`src/rtl/frd_pkg.sv`:
```
package frd_pkg;
    localparam int DATA_W = 16;
    localparam int ADDR_W = 8;
    localparam int LAT_W  = 4;
    localparam int BEAT_W = 5;

    localparam logic [DATA_W-1:0] CFG_RESET = 16'hF94F;
    localparam logic [DATA_W-1:0] CFG_WMASK = 16'hFD4F;

    typedef struct packed {
        logic             rm;
        logic [LAT_W-1:0] lc;
        logic             wpol;
        logic             wdly;
        logic             ce;
        logic             nowrap;
        logic [2:0]       bl;
    } cfg_t;

    function automatic logic [BEAT_W-1:0] burst_words(input logic [2:0] bl);
        case (bl)
            3'd1:    return 5'd4;
            3'd2:    return 5'd8;
            3'd3:    return 5'd16;
            default: return 5'd0;
        endcase
    endfunction

    function automatic logic bl_legal(input logic [2:0] bl);
        return (bl == 3'd1) || (bl == 3'd2) || (bl == 3'd3) || (bl == 3'd7);
    endfunction

    function automatic logic [DATA_W-1:0] word_of(input logic [7:0] a);
        return {a, a} ^ 16'h3C5A;
    endfunction
endpackage

```
`src/rtl/frd_cfg_reg.sv`:
```
module frd_cfg_reg
    import frd_pkg::*;
(
    input  logic              clk,
    input  logic              rst,
    input  logic              we,
    input  logic [DATA_W-1:0] wdata,
    output logic [DATA_W-1:0] cfg_q
);
    logic [DATA_W-1:0] nxt;

    always_comb begin
        nxt = wdata & CFG_WMASK;
        if (wdata[14:11] < 4'd2) nxt[14:11] = cfg_q[14:11];
        if (!bl_legal(wdata[2:0])) nxt[2:0] = cfg_q[2:0];
    end

    always_ff @(posedge clk) begin
        if (rst)     cfg_q <= CFG_RESET;
        else if (we) cfg_q <= nxt;
    end

    p_lc_hold_r3: assert property (@(posedge clk) disable iff (rst)
        (we && wdata[14:11] < 4'd2) |=> $stable(cfg_q[14:11]));
    p_bl_hold_r3: assert property (@(posedge clk) disable iff (rst)
        (we && !bl_legal(wdata[2:0])) |=> $stable(cfg_q[2:0]));
endmodule

```
`src/rtl/frd_burst_seq.sv`:
```
module frd_burst_seq
    import frd_pkg::*;
#(
    parameter int AW = ADDR_W
) (
    input  logic             clk,
    input  logic             rst,
    input  logic             rm,
    input  logic [LAT_W-1:0] lc,
    input  logic             nowrap,
    input  logic [2:0]       bl,
    input  logic             adv,
    input  logic             cfg_sel,
    input  logic [AW-1:0]    addr,
    output logic [AW-1:0]    rd_addr,
    output logic             csel,
    output logic             active,
    output logic             ready,
    output logic             early
);
    logic [LAT_W-1:0]  cnt;
    logic [BEAT_W-1:0] beat;
    logic [BEAT_W-1:0] len;
    logic [AW-1:0]     mask;
    logic [AW-1:0]     nxt_addr;
    logic              wrap_en;

    always_comb begin
        len      = burst_words(bl);
        mask     = AW'(len - 5'd1);
        wrap_en  = !nowrap && (len != 5'd0);
        nxt_addr = wrap_en ? ((rd_addr & ~mask) | ((rd_addr + AW'(1)) & mask))
                           : rd_addr + AW'(1);
        ready    = active && (cnt == '0);
        early    = active && (cnt <= LAT_W'(1));
    end

    always_ff @(posedge clk) begin
        if (rst) begin
            active  <= 1'b0;
            cnt     <= '0;
            beat    <= '0;
            rd_addr <= '0;
            csel    <= 1'b0;
        end else if (adv && !rm) begin
            active  <= 1'b1;
            cnt     <= LAT_W'(lc - 4'd1);
            beat    <= '0;
            rd_addr <= addr;
            csel    <= cfg_sel;
        end else if (adv) begin
            active  <= 1'b0;
        end else if (active && cnt != '0) begin
            cnt     <= LAT_W'(cnt - 4'd1);
        end else if (active) begin
            if (len != 5'd0 && beat == BEAT_W'(len - 5'd1)) active <= 1'b0;
            beat    <= BEAT_W'(beat + 5'd1);
            rd_addr <= nxt_addr;
        end
    end

    p_lat_countdown_r4: assert property (@(posedge clk) disable iff (rst)
        (active && cnt != '0 && !adv) |=> (cnt == LAT_W'($past(cnt) - 4'd1)));
    p_wrap_window_r8: assert property (@(posedge clk) disable iff (rst)
        (ready && !adv && wrap_en) |=>
        (!active || ((rd_addr & ~$past(mask)) == ($past(rd_addr) & ~$past(mask)))));
    p_burst_stop_r7: assert property (@(posedge clk) disable iff (rst)
        (ready && !adv && len != 5'd0 && beat == BEAT_W'(len - 5'd1)) |=> !active);
endmodule

```
`src/rtl/frd_out_stage.sv`:
```
module frd_out_stage
    import frd_pkg::*;
#(
    parameter int AW = ADDR_W
) (
    input  logic              clk,
    input  logic              rst,
    input  logic              rm,
    input  logic              wpol,
    input  logic              wdly,
    input  logic              ce,
    input  logic [DATA_W-1:0] cfg_word,
    input  logic              adv,
    input  logic              cfg_sel,
    input  logic [AW-1:0]     addr,
    input  logic [AW-1:0]     rd_addr,
    input  logic              csel,
    input  logic              active,
    input  logic              ready,
    input  logic              early,
    output logic [DATA_W-1:0] data_out,
    output logic              data_valid,
    output logic              wait_o
);
    logic [DATA_W-1:0] d_r, d_f;
    logic              v_r, v_f, w_r, w_f;
    logic              w_sel;

    always_ff @(posedge clk) begin
        if (rst) begin
            d_r <= '0;
            v_r <= 1'b0;
            w_r <= 1'b0;
        end else if (rm) begin
            d_r <= cfg_sel ? cfg_word : word_of(8'(addr));
            v_r <= cfg_sel ? adv : 1'b1;
            w_r <= 1'b0;
        end else begin
            if (ready) d_r <= csel ? cfg_word : word_of(8'(rd_addr));
            v_r <= ready;
            w_r <= wdly ? (active && !early) : (active && !ready);
        end
    end

    always_ff @(negedge clk) begin
        if (rst) begin
            d_f <= '0;
            v_f <= 1'b0;
            w_f <= 1'b0;
        end else begin
            d_f <= d_r;
            v_f <= v_r;
            w_f <= w_r;
        end
    end

    always_comb begin
        data_out   = ce ? d_r : d_f;
        data_valid = ce ? v_r : v_f;
        w_sel      = ce ? w_r : w_f;
        wait_o     = wpol ? w_sel : !w_sel;
    end

    p_wait_clear_on_data_r5: assert property (@(posedge clk) disable iff (rst)
        v_r |-> !w_r);
    p_page_no_wait_r2: assert property (@(posedge clk) disable iff (rst)
        rm |=> !w_r);
endmodule

```
`src/rtl/flash_burst_reader.sv`:
```
module flash_burst_reader
    import frd_pkg::*;
#(
    parameter int AW = ADDR_W
) (
    input  logic              clk,
    input  logic              rst,
    input  logic              cfg_we,
    input  logic [DATA_W-1:0] cfg_wdata,
    input  logic              adv,
    input  logic              cfg_sel,
    input  logic [AW-1:0]     addr,
    output logic [DATA_W-1:0] data_out,
    output logic              data_valid,
    output logic              wait_o
);
    logic [DATA_W-1:0] cfg_word;
    cfg_t              cfg;
    logic [AW-1:0]     rd_addr;
    logic              csel, active, ready, early;

    always_comb begin
        cfg.rm     = cfg_word[15];
        cfg.lc     = cfg_word[14:11];
        cfg.wpol   = cfg_word[10];
        cfg.wdly   = cfg_word[8];
        cfg.ce     = cfg_word[6];
        cfg.nowrap = cfg_word[3];
        cfg.bl     = cfg_word[2:0];
    end

    frd_cfg_reg u_cfg (
        .clk(clk), .rst(rst), .we(cfg_we), .wdata(cfg_wdata), .cfg_q(cfg_word)
    );

    frd_burst_seq #(.AW(AW)) u_seq (
        .clk(clk), .rst(rst), .rm(cfg.rm), .lc(cfg.lc), .nowrap(cfg.nowrap),
        .bl(cfg.bl), .adv(adv), .cfg_sel(cfg_sel), .addr(addr),
        .rd_addr(rd_addr), .csel(csel), .active(active), .ready(ready), .early(early)
    );

    frd_out_stage #(.AW(AW)) u_out (
        .clk(clk), .rst(rst), .rm(cfg.rm), .wpol(cfg.wpol), .wdly(cfg.wdly),
        .ce(cfg.ce), .cfg_word(cfg_word), .adv(adv), .cfg_sel(cfg_sel),
        .addr(addr), .rd_addr(rd_addr), .csel(csel), .active(active),
        .ready(ready), .early(early), .data_out(data_out),
        .data_valid(data_valid), .wait_o(wait_o)
    );
endmodule

```
`config.mk`:
```
export PLATFORM = sky130hd
export DESIGN_NAME = flash_burst_reader
export DESIGN_NICKNAME = d
export VERILOG_FILES = /design/src/rtl/frd_pkg.sv /design/src/rtl/frd_cfg_reg.sv /design/src/rtl/frd_burst_seq.sv /design/src/rtl/frd_out_stage.sv /design/src/rtl/flash_burst_reader.sv
export SDC_FILE = /design/constraint.sdc
export NUM_CORES = 1
export LEC_CHECK = 0
export ABC_AREA = 1
export ABC_CLOCK_PERIOD_IN_PS = 1600
export CAP_MARGIN = 25
export CORE_MARGIN = 2
export CORE_UTILIZATION = 50
export DETAILED_ROUTE_END_ITERATION = 10
export PLACE_DENSITY = 0.77
export SLEW_MARGIN = 20
export SYNTH_ARGS = -nofsm -noshare
export SYNTH_HDL_FRONTEND = slang
export SYNTH_SLANG_ARGS = --single-unit
```
`constraint.sdc`:
```
create_clock -name clk -period 1.6 [get_ports clk]
set_input_delay 0.4 -clock clk [delete_from_list [all_inputs] [get_ports clk]]
set_output_delay 0.4 -clock clk [all_outputs]
set_load 0.02 [all_outputs]
```
# After elaboration in Yosys (flattened, before gate mapping)
# Index checks and enable logic that the tools add are counted.
# classes
n_reduce_logical,29
bitwise_logic,9
muxes,25
add_sub_neg,6
order_cmp,2
n_eq_ne,11
# ops
op,count
2-to-1 mux 16 bit,5
2-to-1 mux 8 bit,5
inverter 8 bit,3
bitwise AND 8 bit,2
case mux 5 bit (3 select lines),1
"== test 3 x 2 -> 1 bit, second input constant",4
2-to-1 mux 4 bit,3
2-to-1 mux 1 bit,11
"adder 8 x 1 -> 8 bit, second input constant",1
logical AND 1 bit,8
bitwise OR 8 bit,1
"subtractor 4 x 1 -> 4 bit, second input constant",2
"== test 3 x 1 -> 1 bit, second input constant",2
AND reduction 2 bit,3
AND reduction 3 bit,2
nonzero test 2 bit,3
"subtractor 5 x 1 -> 6 bit, second input constant",1
"adder 5 x 1 -> 5 bit, second input constant",1
== test 5 bit,1
logical NOT 1 bit,5
nonzero test 5 bit,1
"subtractor 5 x 1 -> 5 bit, second input constant",1
"less-or-equal comparator 4 x 1 -> 1 bit, second input constant",1
logical NOT 4 bit,1
8 further kinds,14
# word_totals
in_bits,29
reg_bits,67

# Logic depth before layout (Yosys ltp)
# Gate-level depths: netlist of run 1.
# logic_depth
depth_word,11
depth_mapped,11

# By module
# Synthesis of run 1 repeated with hierarchy kept, for this count alone.
# unflattened
cells_unflattened,569
area_unflattened_um2,3772.4
# by_module_without_submodules
module,area_per_inst_um2,n_inst,cells_per_inst
frd_out_stage,1814.2,1,286
frd_burst_seq,1430.1,1,219
frd_cfg_reg,528.0,1,64

==> reports/metrics.yaml, run 1 <==
synth_top_area_share: 0.387
place_ws_ns: -0.780
cts-htree-levels: 3
die_h_um: 87.2
critPathKind: "flop to output port"
gp_congestion: 0.929
multi_input_area_sq_mm: 0.00195
critPathRequiredTime_ns: 1.20
grt_pass1_wl_um: 14700
critPathLaunch: "u_out.w_f$_SDFF_NP0_"
worstPathCellList: "nand2_2 > o21ai_2 > xor2_2 > buf_6"
cts_root_buf: "clkbuf_8"
setup_viol: 18
die_area_sq_mm: 0.00761
status: "finished, violations left"
postRouteAntennaNets: 0
ys_seq_area_frac: 0.387
synth_area_leaders: "dfxtp_1, nand2_1, nor2_1"
dp.final_hpwl_um: 6670
hold_path.class: "flop to flop"
stdcell_count: 673
initial_core_util: 0.513
dp_cells: 637
synthCells: 498
worst_setup_path_start_kind: "flop"
end_kind: "output port"
worstHoldStart: "u_out.d_r[9]$_SDFFE_PP0P_"
drt_iter0_markers: 217
wl_per_cell_um: 13.4
finalHoldViolCount: 0
fillers: 566
maxCapViolCount: 0
cts_num_sinks: 67
cts_tree: "yes"
nets: 624
regArea_sq_mm: 0.00136
synth.net_count: 534
antenna_cells: 0
arrival_ns: 1.94
p_leak_uw: 0.00210
antenna_found_initial: 0
io_pins: 47
ys_ff_latch: 67
r2r-start: "u_cfg.cfg_q[2]$_SDFFE_PP1P_"
synth.cell_area_sq_mm: 0.00346
finalPower_uw: 4250
cp_max_fo: 1
cts_made_buffers: 9
cts_hold_buffers: 0
clk_latency_ns: 0.41
rsz0062_at_grt: "yes"
grtUsageTotal: 0.245
synth_area_leader_cell: "dfxtp_1"
p_per_area_mw_per_mm2: 910
async_flop_share: 0
slew_headroom: 0.752
fp.coreArea_sq_mm: 0.00676
drive_gt1_frac: 0.256
grt_pass1_vias: 3333
slowest_delay_ns: 0.31
globalRouteOverflowTotal: 0
vias: 3567
firstDrtPassIters: 6
via_per_inst: 5.30
die_x_um: 87.2
grt_max_degree: 36
synthFlopType: "dfxtp_1"
cpMaxStageDelayCell: "dfxtp_2"
violations: "setup timing"
avgSynthCellArea_sq_um: 6.95
portBuffers: 42
fin_worst_skew_ns: 0.0527
core.rowCount: 30
clkTransAtPathRegs_ns: 0.08
synth_edf_count: 0
worst_slew_pin_slew_ns: 0.371
synth_cell_types: 39
syn2layout_area_growth_pct: 34.8
ys_warn_count: 0
peakVddDrop_mv: 0.529
layout_setup_ws_ns: -0.745
cts_buffer_depth: 2
wirelength_um: 9040
slew_violations: 0
drc: 0
==> synthesized netlist by cell type, types with 3 or more instances <==
| cell type | number |
|---|---|
| buf_6 | 3 |
| buf_1 | 3 |
| inv_2 | 8 |
| o21ai_0 | 44 |
| nand2_1 | 119 |
| nand3_1 | 24 |
| inv_1 | 54 |
| clkbuf_1 | 6 |
| nor2_1 | 60 |
| buf_2 | 4 |
| dfxtp_1 | 67 |
| xor2_1 | 6 |
| ha_1 | 7 |
| o21ai_2 | 3 |
| o211ai_1 | 6 |
| a21oi_1 | 22 |
| a31oi_1 | 15 |
| nor2_4 | 3 |
| nand2_2 | 4 |
| nand4_1 | 4 |
| o21ai_1 | 4 |
| a22oi_1 | 3 |
| nor3_1 | 4 |
==> layout make-up <==
cell class | count | share of cell area
clock inverters | 25 | 0.0257
flip-flops and latches | 67 | 0.291
inverters | 65 | 0.0544
clock buffers | 9 | 0.0265
repair buffers | 80 | 0.164
well taps | 80 | 0.0214
multi-input cells | 347 | 0.417
==> worst paths after layout <==
check	endpoint	slack [ns]	cells past startpoint
hold / removal	u_out.d_r[9]$_SDFFE_PP0P_	0.47	2
setup / recovery	wait_o	-0.74	4
setup reg to reg	u_seq.active$_SDFFE_PP0P_	0.06	11
hold reg to reg	u_out.d_r[9]$_SDFFE_PP0P_	0.47	2
==> flip-flops by register name (all words and copies together) (netlist names), named ones only <==
signal         count
u_out.d_f         16
u_out.v_f          1
u_out.w_r          1
u_seq.cnt          4
u_out.d_r         16
u_cfg.cfg_q       12
u_out.w_f          1
u_seq.rd_addr      2
u_out.v_r          1
u_seq.csel         1
u_seq.beat         5
u_seq.active       1
==> timing repair <==
action                     in CTS  in global routing
pin swaps                       3                  6
resized for setup             120                 24
setup buffers                   2                  0
setup endpoints to repair      37                 28
gates cloned                    1                  0
==> where the power goes <==
part,switching [uW],internal (uW),leakage [uW]
sequential,80.5,1780,0.000556
combinational,494,398,0.00136
clock,860,635,0.000184
==> layout by cell type, fill, tap and decap left out, drive strengths merged <==
cell type      synthesis  routed
a211oi                 2       2
nand3                 26      26
nor2                  66      66
nand4                  4       4
xor2                   6       6
clkbuf                 6       9
bufbuf                 0       1
clkinvlp               0       1
clkdlybuf4s50          0      23
clkinv                 2       4
nor4                   1       1
buf                   12      55
a311oi                 1       1
inv                   64      85
a21boi                 1       1
ha                     7       7
or2                    2       2
nand2                125     125
a31oi                 15      15
o211ai                 6       6
a21oi                 24      24
nor3                   6       6
o21ai                 51      51
dfxtp                 67      67
dlygate4sd2            0       1
o21bai                 1       1
a22oi                  3       3
==> critical path: cells and delay by family (launching register included) <==
family / cells / cell delay (ns)
buffers and inverters: 1 / 0.13
XOR/XNOR: 1 / 0.17
AO/OA/AOI/OAI: 1 / 0.06
flip-flops: 1 / 0.31
AND/OR/NAND/NOR: 1 / 0.07
==> routing by layer <==
layer | global-route usage | wire length [um] | vias to the layer above
met4 | 0.124 | 300 | 0
li1 | - | - | 1794
met3 | 0.0502 | 468 | 27
met1 | 0.291 | 3940 | 1640
met2 | 0.416 | 4330 | 106
met5 | 0 | 0 | -
==> logic make-up after synthesis <==
family,synth area share
adder cells (fa/ha/maj),0.0253
AND/OR/NAND/NOR,0.292
buffers and inverters,0.106
flip-flops,0.387
XOR/XNOR,0.0152
AO/OA/AOI/OAI,0.174
==> per-stage QoR <==
| step | area [sq um] | TNS [ns] | util | hold slack [ns] |
|---|---|---|---|---|
| floorplan | 3600 | -2.36 | - | 0.443 |
| global placement | 4290 | -24.47 | 0.635 | 0.454 |
| detailed placement | 4290 | -25.05 | 0.635 | 0.461 |
| CTS | 4580 | -10.37 | 0.678 | 0.473 |
| global route | 4670 | -11.03 | 0.691 | 0.502 |
| finish | 4670 | -10.36 | 0.691 | 0.473 |
(Power assumes the default switching activity.)
==> run 2: changes to the inputs <==
--- a/config.mk
+++ b/config.mk
@@ -6,13 +6,13 @@
 export NUM_CORES = 1
 export LEC_CHECK = 0
 export ABC_AREA = 1
-export ABC_CLOCK_PERIOD_IN_PS = 1600
+export ABC_CLOCK_PERIOD_IN_PS = 2350
 export CAP_MARGIN = 25
 export CORE_MARGIN = 2
-export CORE_UTILIZATION = 50
+export CORE_UTILIZATION = 53
+export CTS_CLUSTER_SIZE = 8
 export DETAILED_ROUTE_END_ITERATION = 10
 export PLACE_DENSITY = 0.77
-export SLEW_MARGIN = 20
 export SYNTH_ARGS = -nofsm -noshare
 export SYNTH_HDL_FRONTEND = slang
 export SYNTH_SLANG_ARGS = --single-unit
==> constraint.sdc (replaced) <==
create_clock -name clk -period 2.35 [get_ports clk]
set_input_delay 0.5875 -clock clk [delete_from_list [all_inputs] [get_ports clk]]
set_output_delay 0.5875 -clock clk [all_outputs]
set_load 0.02 [all_outputs]
==> run 2 against run 1 <==
The flow still finishes with violations (setup timing); clock power down 25%; sequential power decreased by 32%; setup slack better by 0.21 ns; non-clock buffer count down 31; critical path depth stayed put; critical path type unchanged.
==> reports/metrics.yaml, run 2 (synthesis gave the netlist of run 1 again) <==
core.rowCount: 29
fin_worst_skew_ns: 0.0474
gp_congestion: 0.931
grt_use_met1: 0.317
slew_violations: 0
grtUsageMet3: 0.0350
status: "finished, violations left"
layout_setup_ws_ns: -0.537
clk_latency_ns: 0.39
antenna_found_initial: 0
die_h_um: 84.8
grtUsageTotal: 0.243
antenna_cells: 0
cts_root_buf: "clkbuf_8"
ff2ff_setup_slack_ns: 0.46
cts_hold_buffers: 0
cts_num_sinks: 67
maxCapViolCount: 0
critPathRequiredTime_ns: 1.76
slowest_delay_ns: 0.29
busiest_layer: "met2"
p_per_area_mw_per_mm2: 688
wl_per_cell_um: 12.5
cts_buffer_depth: 2
drive_gt1_frac: 0.148
layout_commonest_cell: "nand2_1"
syn2layout_area_growth_pct: 21.1
peakVddDrop_mv: 0.621
cts_tree: "yes"
cts_made_buffers: 9
initial_core_util: 0.545
post_cts_buffers: 0
grt_pass1_wl_um: 14000
finalHoldViolCount: 0
worstPathCellList: "nand2_1 > o21ai_2 > xor2_2 > buf_6"
globalRouteOverflowTotal: 0
firstDrtPassIters: 4
slew_headroom: 0.781
cpMaxStageDelayCell: "dfxtp_1"
die_x_um: 84.8
p_leak_uw: 0.00189
setup_tns_ns: -6.69
nets: 593
hold_end: "u_out.d_r[9]$_SDFFE_PP0P_"
critPathKind: "flop to output port"
violations: "setup timing"
dp.final_hpwl_um: 6060
hold_path_depth: 2
vias: 3267
worst_setup_path_start_kind: "flop"
drc: 0
arrival_ns: 2.30
grt_pass1_vias: 3039
worst_slew_pin_slew_ns: 0.329
postRouteAntennaNets: 0
portBuffers: 42
hold_path.class: "flop to flop"
setup_viol: 18
die_area_sq_mm: 0.00720
cts-htree-levels: 3
r2r-start: "u_cfg.cfg_q[1]$_SDFFE_PP1P_"
worstHoldStart: "u_out.d_r[9]$_SDFFE_PP0P_"
stdcell_count: 639
via_per_inst: 5.11
end_kind: "output port"
dp_cells: 606
holdWs_ns: 0.473
top_regs: "u_out.d_f (16), u_out.d_r (16), u_cfg.cfg_q (12)"
io_pins: 47
grt_max_degree: 33
path_buf_inv: 1
path_delay_family: "flip-flops"
drt_iter0_markers: 173
rsz0062_at_grt: "yes"
cp_max_fo: 1
fp.coreArea_sq_mm: 0.00635
r2r-end: "u_seq.active$_SDFFE_PP0P_"
wirelength_um: 7990
layout.cells.most_common_list: "nand2_1, inv_1, nor2_1, dfxtp_1, o21ai_0"
worstRegToRegCells: 11
clkTransAtPathRegs_ns: 0.08
grt_use_met2: 0.387
==> run 2: cell types whose count changed in the layout (fill, tap and decap cells not counted), sizes merged <==
| cell | delta |
|---|---|
| buf | -30 |
| bufinv | +1 |
| bufbuf | -1 |
| inv | -2 |
| clkbuf | +1 |
| dlygate4sd2 | -1 |
| clkdlybuf4s50 | +1 |
==> run 2: through the flow <==
stage	util	cell area (sq um)	setup WS [ns]	total power (uW)
2_1_floorplan	-	3480	-0.108	1660
3_3_place_gp	0.623	3950	-0.581	1820
3_5_place_dp	0.623	3950	-0.605	1830
4_1_cts	0.659	4180	-0.554	2900
5_1_grt	0.660	4190	-0.610	3050
6_report	0.660	4190	-0.537	2880
==> run 2: cell type report <==
class,instances,area [sq um]
fillers,565,2160
multi-input cells,347,1770
flip-flops and latches,67,1350
repair buffers,49,454
inverters,65,249
clock inverters,24,140
clock buffers,10,138
well taps,77,96.3
==> run 2: metal layers <==
metal | share of wire | wire [um]
met1 | 0.45 | 3590
met2 | 0.45 | 3630
met3 | 0.061 | 488
met4 | 0.035 | 276
met5 | 0 | 0
==> run 2: worst max-delay path by stage <==
stage	slack, ns	cells past startpoint	endpoint	startpoint
2_1_floorplan	-0.11	3	wait_o	u_out.w_f$_SDFF_NP0_
6_report	-0.54	4	wait_o	u_out.w_f$_SDFF_NP0_
5_1_grt	-0.61	4	wait_o	u_out.w_f$_SDFF_NP0_
3_5_place_dp	-0.61	4	wait_o	u_out.w_f$_SDFF_NP0_
3_3_place_gp	-0.58	4	wait_o	u_out.w_f$_SDFF_NP0_
4_1_cts	-0.55	4	wait_o	u_out.w_f$_SDFF_NP0_
==> run 2: timing repair <==
| action | CTS | global route |
|---|---|---|
| gates resized for setup | 123 | 7 |
| pin swaps | 0 | 0 |
| setup endpoints to repair | 18 | 18 |
==> run 2: power breakdown <==
group | internal [uW] | switching (uW)
sequential | 1210 | 56.8
clock | 570 | 557
combinational | 200 | 288
total | 1980 | 902
==> run 2: worst min-delay path: cells and delay by family, from the launching register on <==
family,cells,cell delay [ns]
and+or+nand+nor,1,0.06
AOI/OAI and AO/OA,1,0.06
DFF,1,0.32
==> run 3: changes to the inputs <==
--- a/config.mk
+++ b/config.mk
@@ -9,10 +9,10 @@
 export ABC_CLOCK_PERIOD_IN_PS = 2350
 export CAP_MARGIN = 25
 export CORE_MARGIN = 2
-export CORE_UTILIZATION = 53
+export CORE_UTILIZATION = 45
 export CTS_CLUSTER_SIZE = 8
 export DETAILED_ROUTE_END_ITERATION = 10
-export PLACE_DENSITY = 0.77
+export PLACE_DENSITY = 0.67
 export SYNTH_ARGS = -nofsm -noshare
 export SYNTH_HDL_FRONTEND = slang
 export SYNTH_SLANG_ARGS = --single-unit
==> run 3 against run 2 <==
The run still ends with setup timing left; power increased by 0.57%; combinational power increased by 2%; flip-flop and latch count unchanged; cell area increased by 1.6%; core utilization decreased by 8.2 points; cell count increased by 3.6%; hold slack improved by 0.0020 ns; routed wire length increased by 5.4%; clock-buffer cell count increased by 1; clock power about the same; largest cell class unchanged; largest power group unchanged.
==> reports/metrics.yaml, run 3 (synthesis gave the netlist of run 1 again) <==
status: "finished, violations left"
violations: "setup timing"
layout_commonest_cell: "nand2_1"
worstRegToRegCells: 11
cts_tree: "yes"
layout.cells.most_common_list: "nand2_1, inv_1, nor2_1, dfxtp_1, o21ai_0"
post_cts_buffers: 0
die_h_um: 91.7
path_depth: 4
die_area_sq_mm: 0.00841
grtUsageTotal: 0.209
maxCapViolCount: 0
cts_root_buf: "clkbuf_8"
gp_congestion: 0.854
top_regs: "u_out.d_f (16), u_out.d_r (16), u_cfg.cfg_q (12)"
drive_gt1_frac: 0.158
slew_violations: 0
antenna_found_initial: 0
fp.coreArea_sq_mm: 0.00737
drc: 0
slowest_delay_ns: 0.29
clk_latency_ns: 0.38
cp_max_fo: 1
clkTransAtPathRegs_ns: 0.08
hold_path.class: "flop to flop"
cts_made_buffers: 9
p_leak_uw: 0.00191
critPathKind: "flop to output port"
initial_core_util: 0.470
die_x_um: 91.7
grt_max_degree: 35
syn2layout_area_growth_pct: 23.0
io_pins: 47
grt_pass1_wl_um: 14200
end_kind: "output port"
slew_headroom: 0.774
path_buf_inv: 1
drt_iter0_markers: 186
vias: 3255
rsz0062_at_grt: "yes"
firstDrtPassIters: 4
setup_viol: 18
worst_setup_path_start_kind: "flop"
post-route-util: 0.578
arrival_ns: 2.29
grt_pass1_vias: 3041
core.rowCount: 31
portBuffers: 42
via_per_inst: 4.92
layout_setup_ws_ns: -0.529
hold_path_depth: 2
path_delay_family: "flip-flops"
critPathRequiredTime_ns: 1.76
cts-htree-levels: 3
cts_num_sinks: 67
peakVddDrop_mv: 0.337
p_per_area_mw_per_mm2: 681
finalHoldViolCount: 0
wirelength_um: 8420
cts_hold_buffers: 0
dp.final_hpwl_um: 6390
worstPathCellList: "nand2_1 > o21ai_2 > xor2_2 > buf_6"
cpMaxStageDelayCell: "dfxtp_1"
postRouteAntennaNets: 0
nets: 594
worst_slew_pin_slew_ns: 0.339
cts_buffer_depth: 2
fin_worst_skew_ns: 0.0445
globalRouteOverflowTotal: 0
setup_tns_ns: -6.60
wl_per_cell_um: 12.7
antenna_cells: 0
## run 3: cell count changes in the layout (fill, tap and decap cells not counted), sizes merged
cell | before | now
buf | 25 | 26
clkbuf | 10 | 11
clkinv | 4 | 3
clkinvlp | 1 | 0
inv | 83 | 84
## run 3: where the power goes
group	internal (uW)	leakage (uW)	switching [uW]
registers	1210	0.000555	58.5
clock network	595	0.000207	534
logic	205	0.00115	295
## run 3: path summary, 6_finish.rpt
kind	from	end	slack, ns
worst min-delay path	u_out.d_r[9]$_SDFFE_PP0P_	u_out.d_r[9]$_SDFFE_PP0P_	0.48
worst max register to register	u_cfg.cfg_q[1]$_SDFFE_PP1P_	u_seq.active$_SDFFE_PP0P_	0.50
worst max-delay path	u_out.w_f$_SDFF_NP0_	wait_o	-0.53
worst min register to register	u_out.d_r[9]$_SDFFE_PP0P_	u_out.d_r[9]$_SDFFE_PP0P_	0.48
## run 3: per-stage QoR
stage          instances  setup slack [ns]  hold slack, ns  area (sq um)  total power [uW]
2_1_floorplan        498            -0.108           0.443          3480              1660
3_3_place_gp         629            -0.589           0.454          3990              1830
3_5_place_dp         629            -0.602           0.461          3990              1840
4_1_cts              662            -0.532           0.473          4220              2910
5_1_grt              662            -0.581           0.499          4260              3070
6_report             662            -0.529           0.475          4260              2900
## run 3: metal layers
layer,track usage,part of all wire,routed length (um),vias to the layer above
li1,-,-,-,1724
met1,0.278,0.49,4100,1452
met2,0.339,0.46,3850,65
met3,0.0312,0.035,295,14
met4,0.0858,0.021,173,0
met5,0,0,0,-
## run 3: area by class of cell
type / count / area [sq um]
Sequential cell: 67 / 1350
Clock inverter: 23 / 123
Multi-Input combinational cell: 347 / 1780
Fill cell: 733 / 3110
Inverter: 65 / 249
Timing Repair Buffer: 50 / 475
Clock buffer: 11 / 153
Tap cell: 99 / 124
## run 3: worst reg2reg max path, delay by kind of cell (launching register included)
family          cells  cell delay [ns]
compound gates      1             0.05
flops               1             0.38
simple gates        8             0.73
fa+ha+maj           1             0.37
buf+inv             1             0.18
## run 3: timing repair
| item | CTS | global route |
|---|---|---|
| cloned | 0 | 0 |
| pin swaps | 1 | 1 |
| endpoints found under the setup margin | 18 | 18 |
| resized for setup | 124 | 18 |
| endpoints found under the hold margin | 0 | 0 |
